$ cat src/rtl/fcmp_pkg.sv
package fcmp_pkg;
    localparam int MASK_W = 32;

    localparam int B_UN  = 0;
    localparam int B_ORD = 1;
    localparam int B_EQ  = 2;
    localparam int B_NE  = 3;
    localparam int B_GT  = 4;
    localparam int B_LE  = 5;
    localparam int B_LT  = 6;
    localparam int B_GE  = 7;
    localparam int B_OU  = 8;
    localparam int B_IB  = 9;
    localparam int B_IN  = 10;
    localparam int B_OB  = 11;
    localparam int B_UE  = 12;
    localparam int B_LG  = 13;
    localparam int B_UG  = 14;
    localparam int B_ULE = 15;
    localparam int B_UL  = 16;
    localparam int B_UGE = 17;
    localparam int EXT_LO = B_UE;
    localparam int EXT_HI = B_UGE;

    typedef struct packed {
        logic nan;
        logic snan;
        logic sign;
        logic zero;
    } fp_class_t;

    typedef struct packed {
        logic eq;
        logic lt;
        logic gt;
    } fp_order_t;
endpackage

$ cat src/rtl/fcmp_classify.sv
module fcmp_classify
    import fcmp_pkg::*;
#(
    parameter int EXP_W  = 8,
    parameter int FRAC_W = 23,
    localparam int W     = 1 + EXP_W + FRAC_W
) (
    input  logic [W-1:0] val,
    output fp_class_t    cls
);
    logic [EXP_W-1:0]  expo;
    logic [FRAC_W-1:0] frac;

    always_comb begin
        expo     = val[W-2 -: EXP_W];
        frac     = val[FRAC_W-1:0];
        cls.nan  = (&expo) && (|frac);
        cls.snan = cls.nan && !frac[FRAC_W-1];
        cls.sign = val[W-1];
        cls.zero = ~|val[W-2:0];
    end
endmodule

$ cat src/rtl/fcmp_order.sv
module fcmp_order
    import fcmp_pkg::*;
#(
    parameter int W = 32
) (
    input  logic [W-1:0] a,
    input  logic [W-1:0] b,
    input  logic         a_zero,
    input  logic         b_zero,
    output fp_order_t    ord
);
    logic mag_lt;
    logic mag_gt;

    always_comb begin
        mag_lt = a[W-2:0] < b[W-2:0];
        mag_gt = a[W-2:0] > b[W-2:0];
        ord.eq = (a == b) || (a_zero && b_zero);
        if (ord.eq) begin
            ord.lt = 1'b0;
        end else if (a[W-1] != b[W-1]) begin
            ord.lt = a[W-1];
        end else if (!a[W-1]) begin
            ord.lt = mag_lt;
        end else begin
            ord.lt = mag_gt;
        end
        ord.gt = !ord.eq && !ord.lt;
    end
endmodule

$ cat src/rtl/fcmp_mask_build.sv
module fcmp_mask_build
    import fcmp_pkg::*;
(
    input  logic              unord,
    input  fp_order_t         ord,
    input  logic              s1_zero,
    input  logic              s1_sign,
    input  logic              s2_sign,
    input  logic              legacy,
    output logic [MASK_W-1:0] mask
);
    always_comb begin
        mask = '0;
        if (unord) begin
            mask[B_UN]  = 1'b1;
            mask[B_NE]  = 1'b1;
            mask[B_UE]  = 1'b1;
            mask[B_UG]  = 1'b1;
            mask[B_ULE] = 1'b1;
            mask[B_UL]  = 1'b1;
            mask[B_UGE] = 1'b1;
        end else begin
            mask[B_ORD] = 1'b1;
            mask[B_EQ]  = ord.eq;
            mask[B_NE]  = !ord.eq;
            mask[B_GT]  = ord.gt;
            mask[B_LT]  = ord.lt;
            mask[B_LE]  = ord.eq || ord.lt;
            mask[B_GE]  = ord.eq || ord.gt;
            mask[B_UE]  = ord.eq;
            mask[B_LG]  = ord.lt || ord.gt;
            mask[B_UG]  = ord.gt;
            mask[B_ULE] = ord.eq || ord.lt;
            mask[B_UL]  = ord.lt;
            mask[B_UGE] = ord.eq || ord.gt;
            if (!s2_sign) begin
                if (ord.eq || s1_zero) begin
                    mask[B_IB] = 1'b1;
                    mask[B_OB] = 1'b1;
                end else if (ord.gt || s1_sign) begin
                    mask[B_OU] = 1'b1;
                    mask[B_OB] = 1'b1;
                end else begin
                    mask[B_IB] = 1'b1;
                    mask[B_IN] = 1'b1;
                end
            end
        end
        if (legacy) begin
            mask[EXT_HI:EXT_LO] = '0;
        end
    end
endmodule

$ cat src/rtl/fcmp_cond_unit.sv
module fcmp_cond_unit
    import fcmp_pkg::*;
#(
    parameter int IDX_W = 5
) (
    input  logic              clk,
    input  logic              rst_n,
    input  logic              in_valid,
    input  logic              dbl_sel,
    input  logic              quiet_cmp,
    input  logic              legacy,
    input  logic [63:0]       opa,
    input  logic [63:0]       opb,
    input  logic [IDX_W-1:0]  dst_idx,
    output logic [MASK_W-1:0] mask_q,
    output logic              invalid_q,
    output logic              wr_en_q,
    output logic [IDX_W-1:0]  dst_q
);
    localparam int NOPS = 2;

    typedef struct packed {
        logic [MASK_W-1:0] mask;
        logic              invalid;
        logic              wr_en;
        logic [IDX_W-1:0]  dst;
    } state_t;

    state_t st_d, st_q;

    logic [63:0] ops [NOPS];
    fp_class_t   cls_s [NOPS];
    fp_class_t   cls_d [NOPS];
    fp_class_t   cls   [NOPS];
    fp_order_t   ord_s, ord_d, ord;
    logic        unord;
    logic [MASK_W-1:0] mask_w;

    assign ops[0] = opa;
    assign ops[1] = opb;

    for (genvar i = 0; i < NOPS; i++) begin : g_cls
        fcmp_classify #(.EXP_W(8), .FRAC_W(23)) u_cls_s (
            .val (ops[i][31:0]),
            .cls (cls_s[i])
        );
        fcmp_classify #(.EXP_W(11), .FRAC_W(52)) u_cls_d (
            .val (ops[i]),
            .cls (cls_d[i])
        );
        assign cls[i] = dbl_sel ? cls_d[i] : cls_s[i];
    end

    fcmp_order #(.W(32)) u_ord_s (
        .a      (opa[31:0]),
        .b      (opb[31:0]),
        .a_zero (cls_s[0].zero),
        .b_zero (cls_s[1].zero),
        .ord    (ord_s)
    );

    fcmp_order #(.W(64)) u_ord_d (
        .a      (opa),
        .b      (opb),
        .a_zero (cls_d[0].zero),
        .b_zero (cls_d[1].zero),
        .ord    (ord_d)
    );

    assign ord   = dbl_sel ? ord_d : ord_s;
    assign unord = cls[0].nan || cls[1].nan;

    fcmp_mask_build u_mask (
        .unord   (unord),
        .ord     (ord),
        .s1_zero (cls[0].zero),
        .s1_sign (cls[0].sign),
        .s2_sign (cls[1].sign),
        .legacy  (legacy),
        .mask    (mask_w)
    );

    always_comb begin
        st_d      = st_q;
        st_d.mask = mask_w;
        st_d.dst  = dst_idx;
        st_d.wr_en = in_valid && (dst_idx != '0);
        if (!in_valid) begin
            st_d.invalid = 1'b0;
        end else if (cls[0].nan) begin
            st_d.invalid = !quiet_cmp || cls[0].snan;
        end else if (cls[1].nan) begin
            st_d.invalid = !quiet_cmp || cls[1].snan;
        end else begin
            st_d.invalid = 1'b0;
        end
    end

    always_ff @(posedge clk) begin
        if (!rst_n) begin
            st_q <= '0;
        end else begin
            st_q <= st_d;
        end
    end

    assign mask_q    = st_q.mask;
    assign invalid_q = st_q.invalid;
    assign wr_en_q   = st_q.wr_en;
    assign dst_q     = st_q.dst;
endmodule

$ cat config.mk
export PLATFORM = sky130hd
export DESIGN_NAME = fcmp_cond_unit
export DESIGN_NICKNAME = d
export VERILOG_FILES = /design/src/rtl/fcmp_pkg.sv /design/src/rtl/fcmp_classify.sv /design/src/rtl/fcmp_order.sv /design/src/rtl/fcmp_mask_build.sv /design/src/rtl/fcmp_cond_unit.sv
export SDC_FILE = /design/constraint.sdc
export NUM_CORES = 1
export LEC_CHECK = 0
export BUFFER_PORTS_ARGS = -buffer_cell sky130_fd_sc_hd__buf_2
export CAP_MARGIN = 5
export CORE_MARGIN = 5
export CORE_UTILIZATION = 35
export DETAILED_ROUTE_END_ITERATION = 10
export PLACE_DENSITY = 0.77
export SLEW_MARGIN = 20
export SYNTH_ARGS = -nofsm -noshare
export SYNTH_HDL_FRONTEND = slang
export SYNTH_SLANG_ARGS = --single-unit
$ cat constraint.sdc
create_clock -name clk -period 3.1 [get_ports clk]
set_clock_uncertainty 0.15 [all_clocks]
set_input_delay 0.31 -clock clk [delete_from_list [all_inputs] [get_ports clk]]
set_output_delay 0.31 -clock clk [all_outputs]
set_load 0.02 [all_outputs]
* After elaboration in Yosys (flattened, before gate mapping) *
Index checks and enable logic that the tools add are counted.
Widths: inputs -> output; s select.

word-level totals
  register bits = 39
  bits of input ports = 139
  memory bits (read-only) = 0
  bits in latches = 0
  bits in writable memories = 0
  memories kept = 0

cells by class
  add/subtract/negate cells = 0
  bitwise gates (word level) = 1
  divide/modulo/power cells = 0
  equality and inequality tests = 4
  $mul = 0
  order comparisons = 4
  shift operators = 0
  reduce and logical (&&, ||, !) cells = 56
  multiplexer cells = 20

operators by type and width
  kind               number
  $reduce_or 63->1   2
  $reduce_or 52->1   2
  $eq 64x64->1       1
  $gt 63x63->1       1
  $lt 63x63->1       1
  $reduce_or 31->1   2
  $reduce_or 23->1   2
  $eq 32x32->1       1
  $gt 31x31->1       1
  $lt 31x31->1       1
  $reduce_and 11->1  2
  $reduce_and 8->1   2
  $mux 1             15
  $logic_not 1->1    14
  $logic_and 1x1->1  13
  $mux 4             3
  $logic_or 1x1->1   10
  $reduce_or 3->1    2
  $reduce_bool 5->1  1
  $reduce_or 2->1    2
  $reduce_or 4->1    1
  $mux 3             1
  $mux 2             1
  $ne 1x1->1         2
  other kinds (2)    2

* Logic depth before layout (Yosys ltp) *
  depth after elaboration = 11
  gate-level depth with buffers = 10

* Cells and area by module *
A second synthesis with hierarchy kept.

second synthesis, totals
  cells, all modules = 598
  area total of the unflattened synthesis = 4707.0 µm²

by module, submodules not included
  module                                cells an instance  instances  seq. area each (µm²)  area each (µm²)
  fcmp_order (u_ord_d)                  237                1          0.0                   1709.1
  fcmp_cond_unit                        97                 1          780.7                 1179.9
  fcmp_order (u_ord_s)                  125                1          0.0                   918.4
  fcmp_classify (g_cls[0].u_cls_d ...)  30                 2          0.0                   197.7
  fcmp_mask_build                       47                 1          0.0                   274.0
  fcmp_classify (g_cls[0].u_cls_s ...)  16                 2          0.0                   115.1

* Worst setup path after synthesis *
Ideal clock, no wire load.

  kind = input to register
  start point = input port opb[29]
  end point = register st_q (netlist bit mask_q[11])
  setup slack = 0.437 ns
  required time = 2.890 ns
  cell stages on the path = 10
  data arrival time = 2.453 ns
  library setup time = 0.060 ns
  cell sequence = inv_1 ha_1 nand4_1 nor4_1 nand4_1 o31a_1 o21a_1 a221o_1 nor3_4 o311a_1

on the way
  cells in the longest elaborated chain, start to end = 11
  elaborated cells between the ends (all ways) = 38
  classes of those cells = 4 x order compare; 2 x eq/ne; 10 x mux; 22 x reduce/logical

ends and longest elaborated chain
  what                                                   line                   source
  start: declaration                                     fcmp_cond_unit.sv:13   input logic [63:0] opb,
  branches (longest 11 deep; another with $lt 63x63->1)  -
  end signal: assignment                                 fcmp_cond_unit.sv:103  st_q <= st_d;
  end: declaration                                       fcmp_cond_unit.sv:29   state_t st_d, st_q;

Parallel ways; which one is timed is not known.
A chain may end at the register's enable or synchronous reset.

* Worst setup path in the final report *
  start point = input port opb[51]
  end point = register st_q (netlist bit mask_q[11])

on the way
  cells in the longest elaborated chain, start to end = 11
  elaborated cells between the ends (all ways) = 23
  classes of those cells = 2 x order compare; 1 x eq/ne; 7 x mux; 13 x reduce/logical

ends and longest elaborated chain
  what
  branches (longest 11 deep; another with $lt 63x63->1)

Parallel ways; which one is timed is not known.

==> summary.md <==
| Metric | Value |
|---|---|
| PwrDens | `237.0 nW/µm²` |
| Arrival time worst endpoint | `2820 ps` |
| Die W | `103.7 µm` |
| Synth Area in Compound Gates | `15.51%` |
| Clk slew on worst S/H paths | `80 ps` |
| Initial Util | `35.60%` |
| Final hold slack | `80.15 ps` |
| Final slew viol count | `0` |
| Post-synthesis async set-or-reset flop share | `0%` |
| CTS buffer count | `3` |
| Worst setup margin | `273.3 ps` |
| Crit Path Max Fanout | `8` |
| Core Region | `8636 µm²` |
| HP Class | `in -> reg` |
| XOR/XNOR Fraction of Synth Area | `0%` |
| Synth Instances | `401` |
| Hold_sp | `quiet_cmp` |
| Hold Path Depth | `2` |
| CP peak stage delay | `440 ps` |
| Largest net degree at the start of global routing | `14` |
| Initial antenna violation count | `0` |
| Ys flop type | `dfxtp_1` |
| Die height | `103.7 µm` |
| Port Buffers | `163` |
| Sink of the worst hold path | `invalid_q` |
| Pre-Repair DR Iteration Count | `4` |
| Post-synthesis cell type count | `50` |
| Cell Chain, Critical Path | `buf_2 > inv_1 > ha_1 > nand4_1 > nor4b_2 > nand2_1 > or3_1 > o21bai_1 > a211oi_2 > nor3_4 > o311a_1` |
| # rows | `34` |
| RSZ-0062 raised after global routing | `false` |
| Critical Path Start Type | `primary input` |
| Final Cell Area | `4099 µm²` |
| Antenna cells | `0` |
| Lkg Pwr | `0.002203 µW` |
| WL final | `9.929 mm` |
| Status | `finished, final reports clean` |
| Synth Area in Adders | `25.64%` |
| Post-synthesis mux area share | `0.6919%` |
| Vias/cell | `5.169` |
| Layout cells sized above 1 | `33.45%` |
| Slew HR | `58.24%` |
| Gp weighted congestion | `0.9028` |
| Clock Tree Root | `clkbuf_8` |
| Simple-gate share of the synthesized area | `29.43%` |
| Fmax achieved | `0.3538 GHz` |
| Area after DPL | `4048 µm²` |
| Setup Viol. Count Final | `0` |
| Synth warn | `0` |
| # Max-Cap Violations | `0` |
| Max VDD drop | `0.1614 mV` |
| Routed vias | `3,541` |
| Area growth from synthesis to layout | `33.33%` |
| Main combinational cell family by area after synthesis | `simple AND/OR/NAND/NOR gates` |
| Post-synth EDFFs | `0` |
| Final nets | `780` |
| Deepest clock path buffer count | `2` |
| CP Class | `in -> reg` |
| Global-route wire length before repair | `16.43 mm` |
| Fin crit share | `91.18%` |
| Total track usage | `17.49%` |
| Post-Place Setup Slack | `-14.68 ps` |
| DRC viols | `0` |
| Sequential share of the synthesized area | `16.28%` |
| Post-DP HPWL | `9.149 mm` |
| Yosys reg bits | `25` |
| ANT nets after route | `0` |
| Htree depth | `1` |
| Die area | `10,760 µm²` |
| Wire per inst | `14.49 µm` |
| Post-Synthesis Cell Area | `3074 µm²` |
| CTS tree | `built` |
| Crit path capture type | `flop` |
| Delay-heaviest family, CP | `simple AND/OR/NAND/NOR gates` |
| Vias in the first global route | `3,660` |
| Post-CTS setup repair buffer count | `0` |
| Post-route minimum period | `2827 ps` |
| WP data required | `3100 ps` |
| Remaining Overflow, GRT | `0` |
| Io pins | `178` |
| Sink Count | `25` |
| Drt initial violations | `78` |
| Worst-Margin Slew | `617.6 ps` |
| Final hold vios | `0` |
| Worst path slowest cell | `nor4b_2` |
| Worst path bufs/invs | `2` |
| Mean post-synth cell area | `7.666 µm²` |
final cells by class:
cell class,count,area [µm²]
multi-input cells,302,2250
fillers,891,4537
clock buffers,4,45.04
flip-flops and latches,25,500.5
repair buffers,174,898.4
well taps,108,135.1
inverters,72,270.3
how the worst max path moves through the flow:
stage               cells past startpoint  startpoint          to  slack (ps)
floorplan                              10     opb[29]  mask_q[11]         440
detailed placement                     12     opb[13]  mask_q[11]         -10
global placement                       12     opb[13]  mask_q[11]          50
finish                                 11     opb[51]  mask_q[11]         270
CTS                                    12     opb[13]  mask_q[11]         230
global route                           12     opb[29]  mask_q[11]          30
power breakdown:
part           switching, µW  total (µW)  internal [µW]
sequential              4.46         345            340
clock                   89.4         181           91.6
combinational            254         445            191
synthesized netlist by cell type (2+ instances only):
library cell	count	area, µm²
nand2_1	21	78.83
and2_1	7	43.79
o21ai_0	15	75.07
nand3b_1	2	15.01
or4_1	3	22.52
buf_4	14	105.1
nor4_1	25	156.4
nand2b_1	2	12.51
nand4_1	31	193.9
o311a_1	2	20.02
a21oi_1	32	160.2
o211ai_1	2	15.01
a21boi_0	2	15.01
or3_1	2	12.51
ha_1	63	788.3
inv_1	72	270.3
nand3_1	8	40.04
nor3_1	13	65.06
a221oi_1	4	35.03
nor2b_1	4	25.02
nor3b_1	2	15.01
dfxtp_1	25	500.5
o21a_1	4	30.03
a211oi_1	3	22.52
nor2_1	14	52.55
nor4_2	5	62.56
layout by cell type (no fill, tap or decap), drive strengths merged, types with 2 or more instances in the layout:
cell	n
buf	174
inv	72
ha	63
a21oi	32
nand4	31
nor4	31
dfxtp	25
nand2	21
o21ai	15
nor2	14
conb	14
nor3	14
nand3	8
and2	7
a221oi	5
or4	5
nor2b	4
o21a	4
a211oi	4
clkbuf	4
nand3b	2
a21boi	2
nand2b	2
or3	2
o311a	2
o211ai	2
nor3b	2
nor4b	2
o31a	2
sequential cells by signal, indices dropped and copies added (netlist names):
signal     flops
dst_q          5
invalid_q      1
mask_q        18
wr_en_q        1
stage by stage:
stage / std cells / utilization, % / TNS, ps / power (µW)
after floorplan: 414 / - / 0 / 604.2
after global placement: 681 / 46.87 / 0 / 782.4
after detailed placement: 681 / 46.87 / -14.68 / 796.3
after CTS: 685 / 47.39 / 0 / 975.9
after global routing: 685 / 47.46 / 0 / 1049
final: 685 / 47.46 / 0 / 971.3
timing repair:
action / CTS / global route
hold buffers: 0 / 0
gates resized for setup: 0 / 1
endpoints found under the setup margin: 0 / 1
logic make-up after synthesis:
family,after synthesis
simple gates,148
flops,25
compound gates,75
fa+ha+maj,63
mux,2
other cells,1
buf+inv,87
routing by layer:
layer / GRT usage, % / routed length, µm / up-vias
met4: 3.238 / 146 / 0
met3: 3.109 / 689 / 12
met2: 32.06 / 5002 / 115
met5: 0 / 0 / -
met1: 21.35 / 4092 / 1608
li1: - / - / 1806
(Power assumes the default switching activity.)
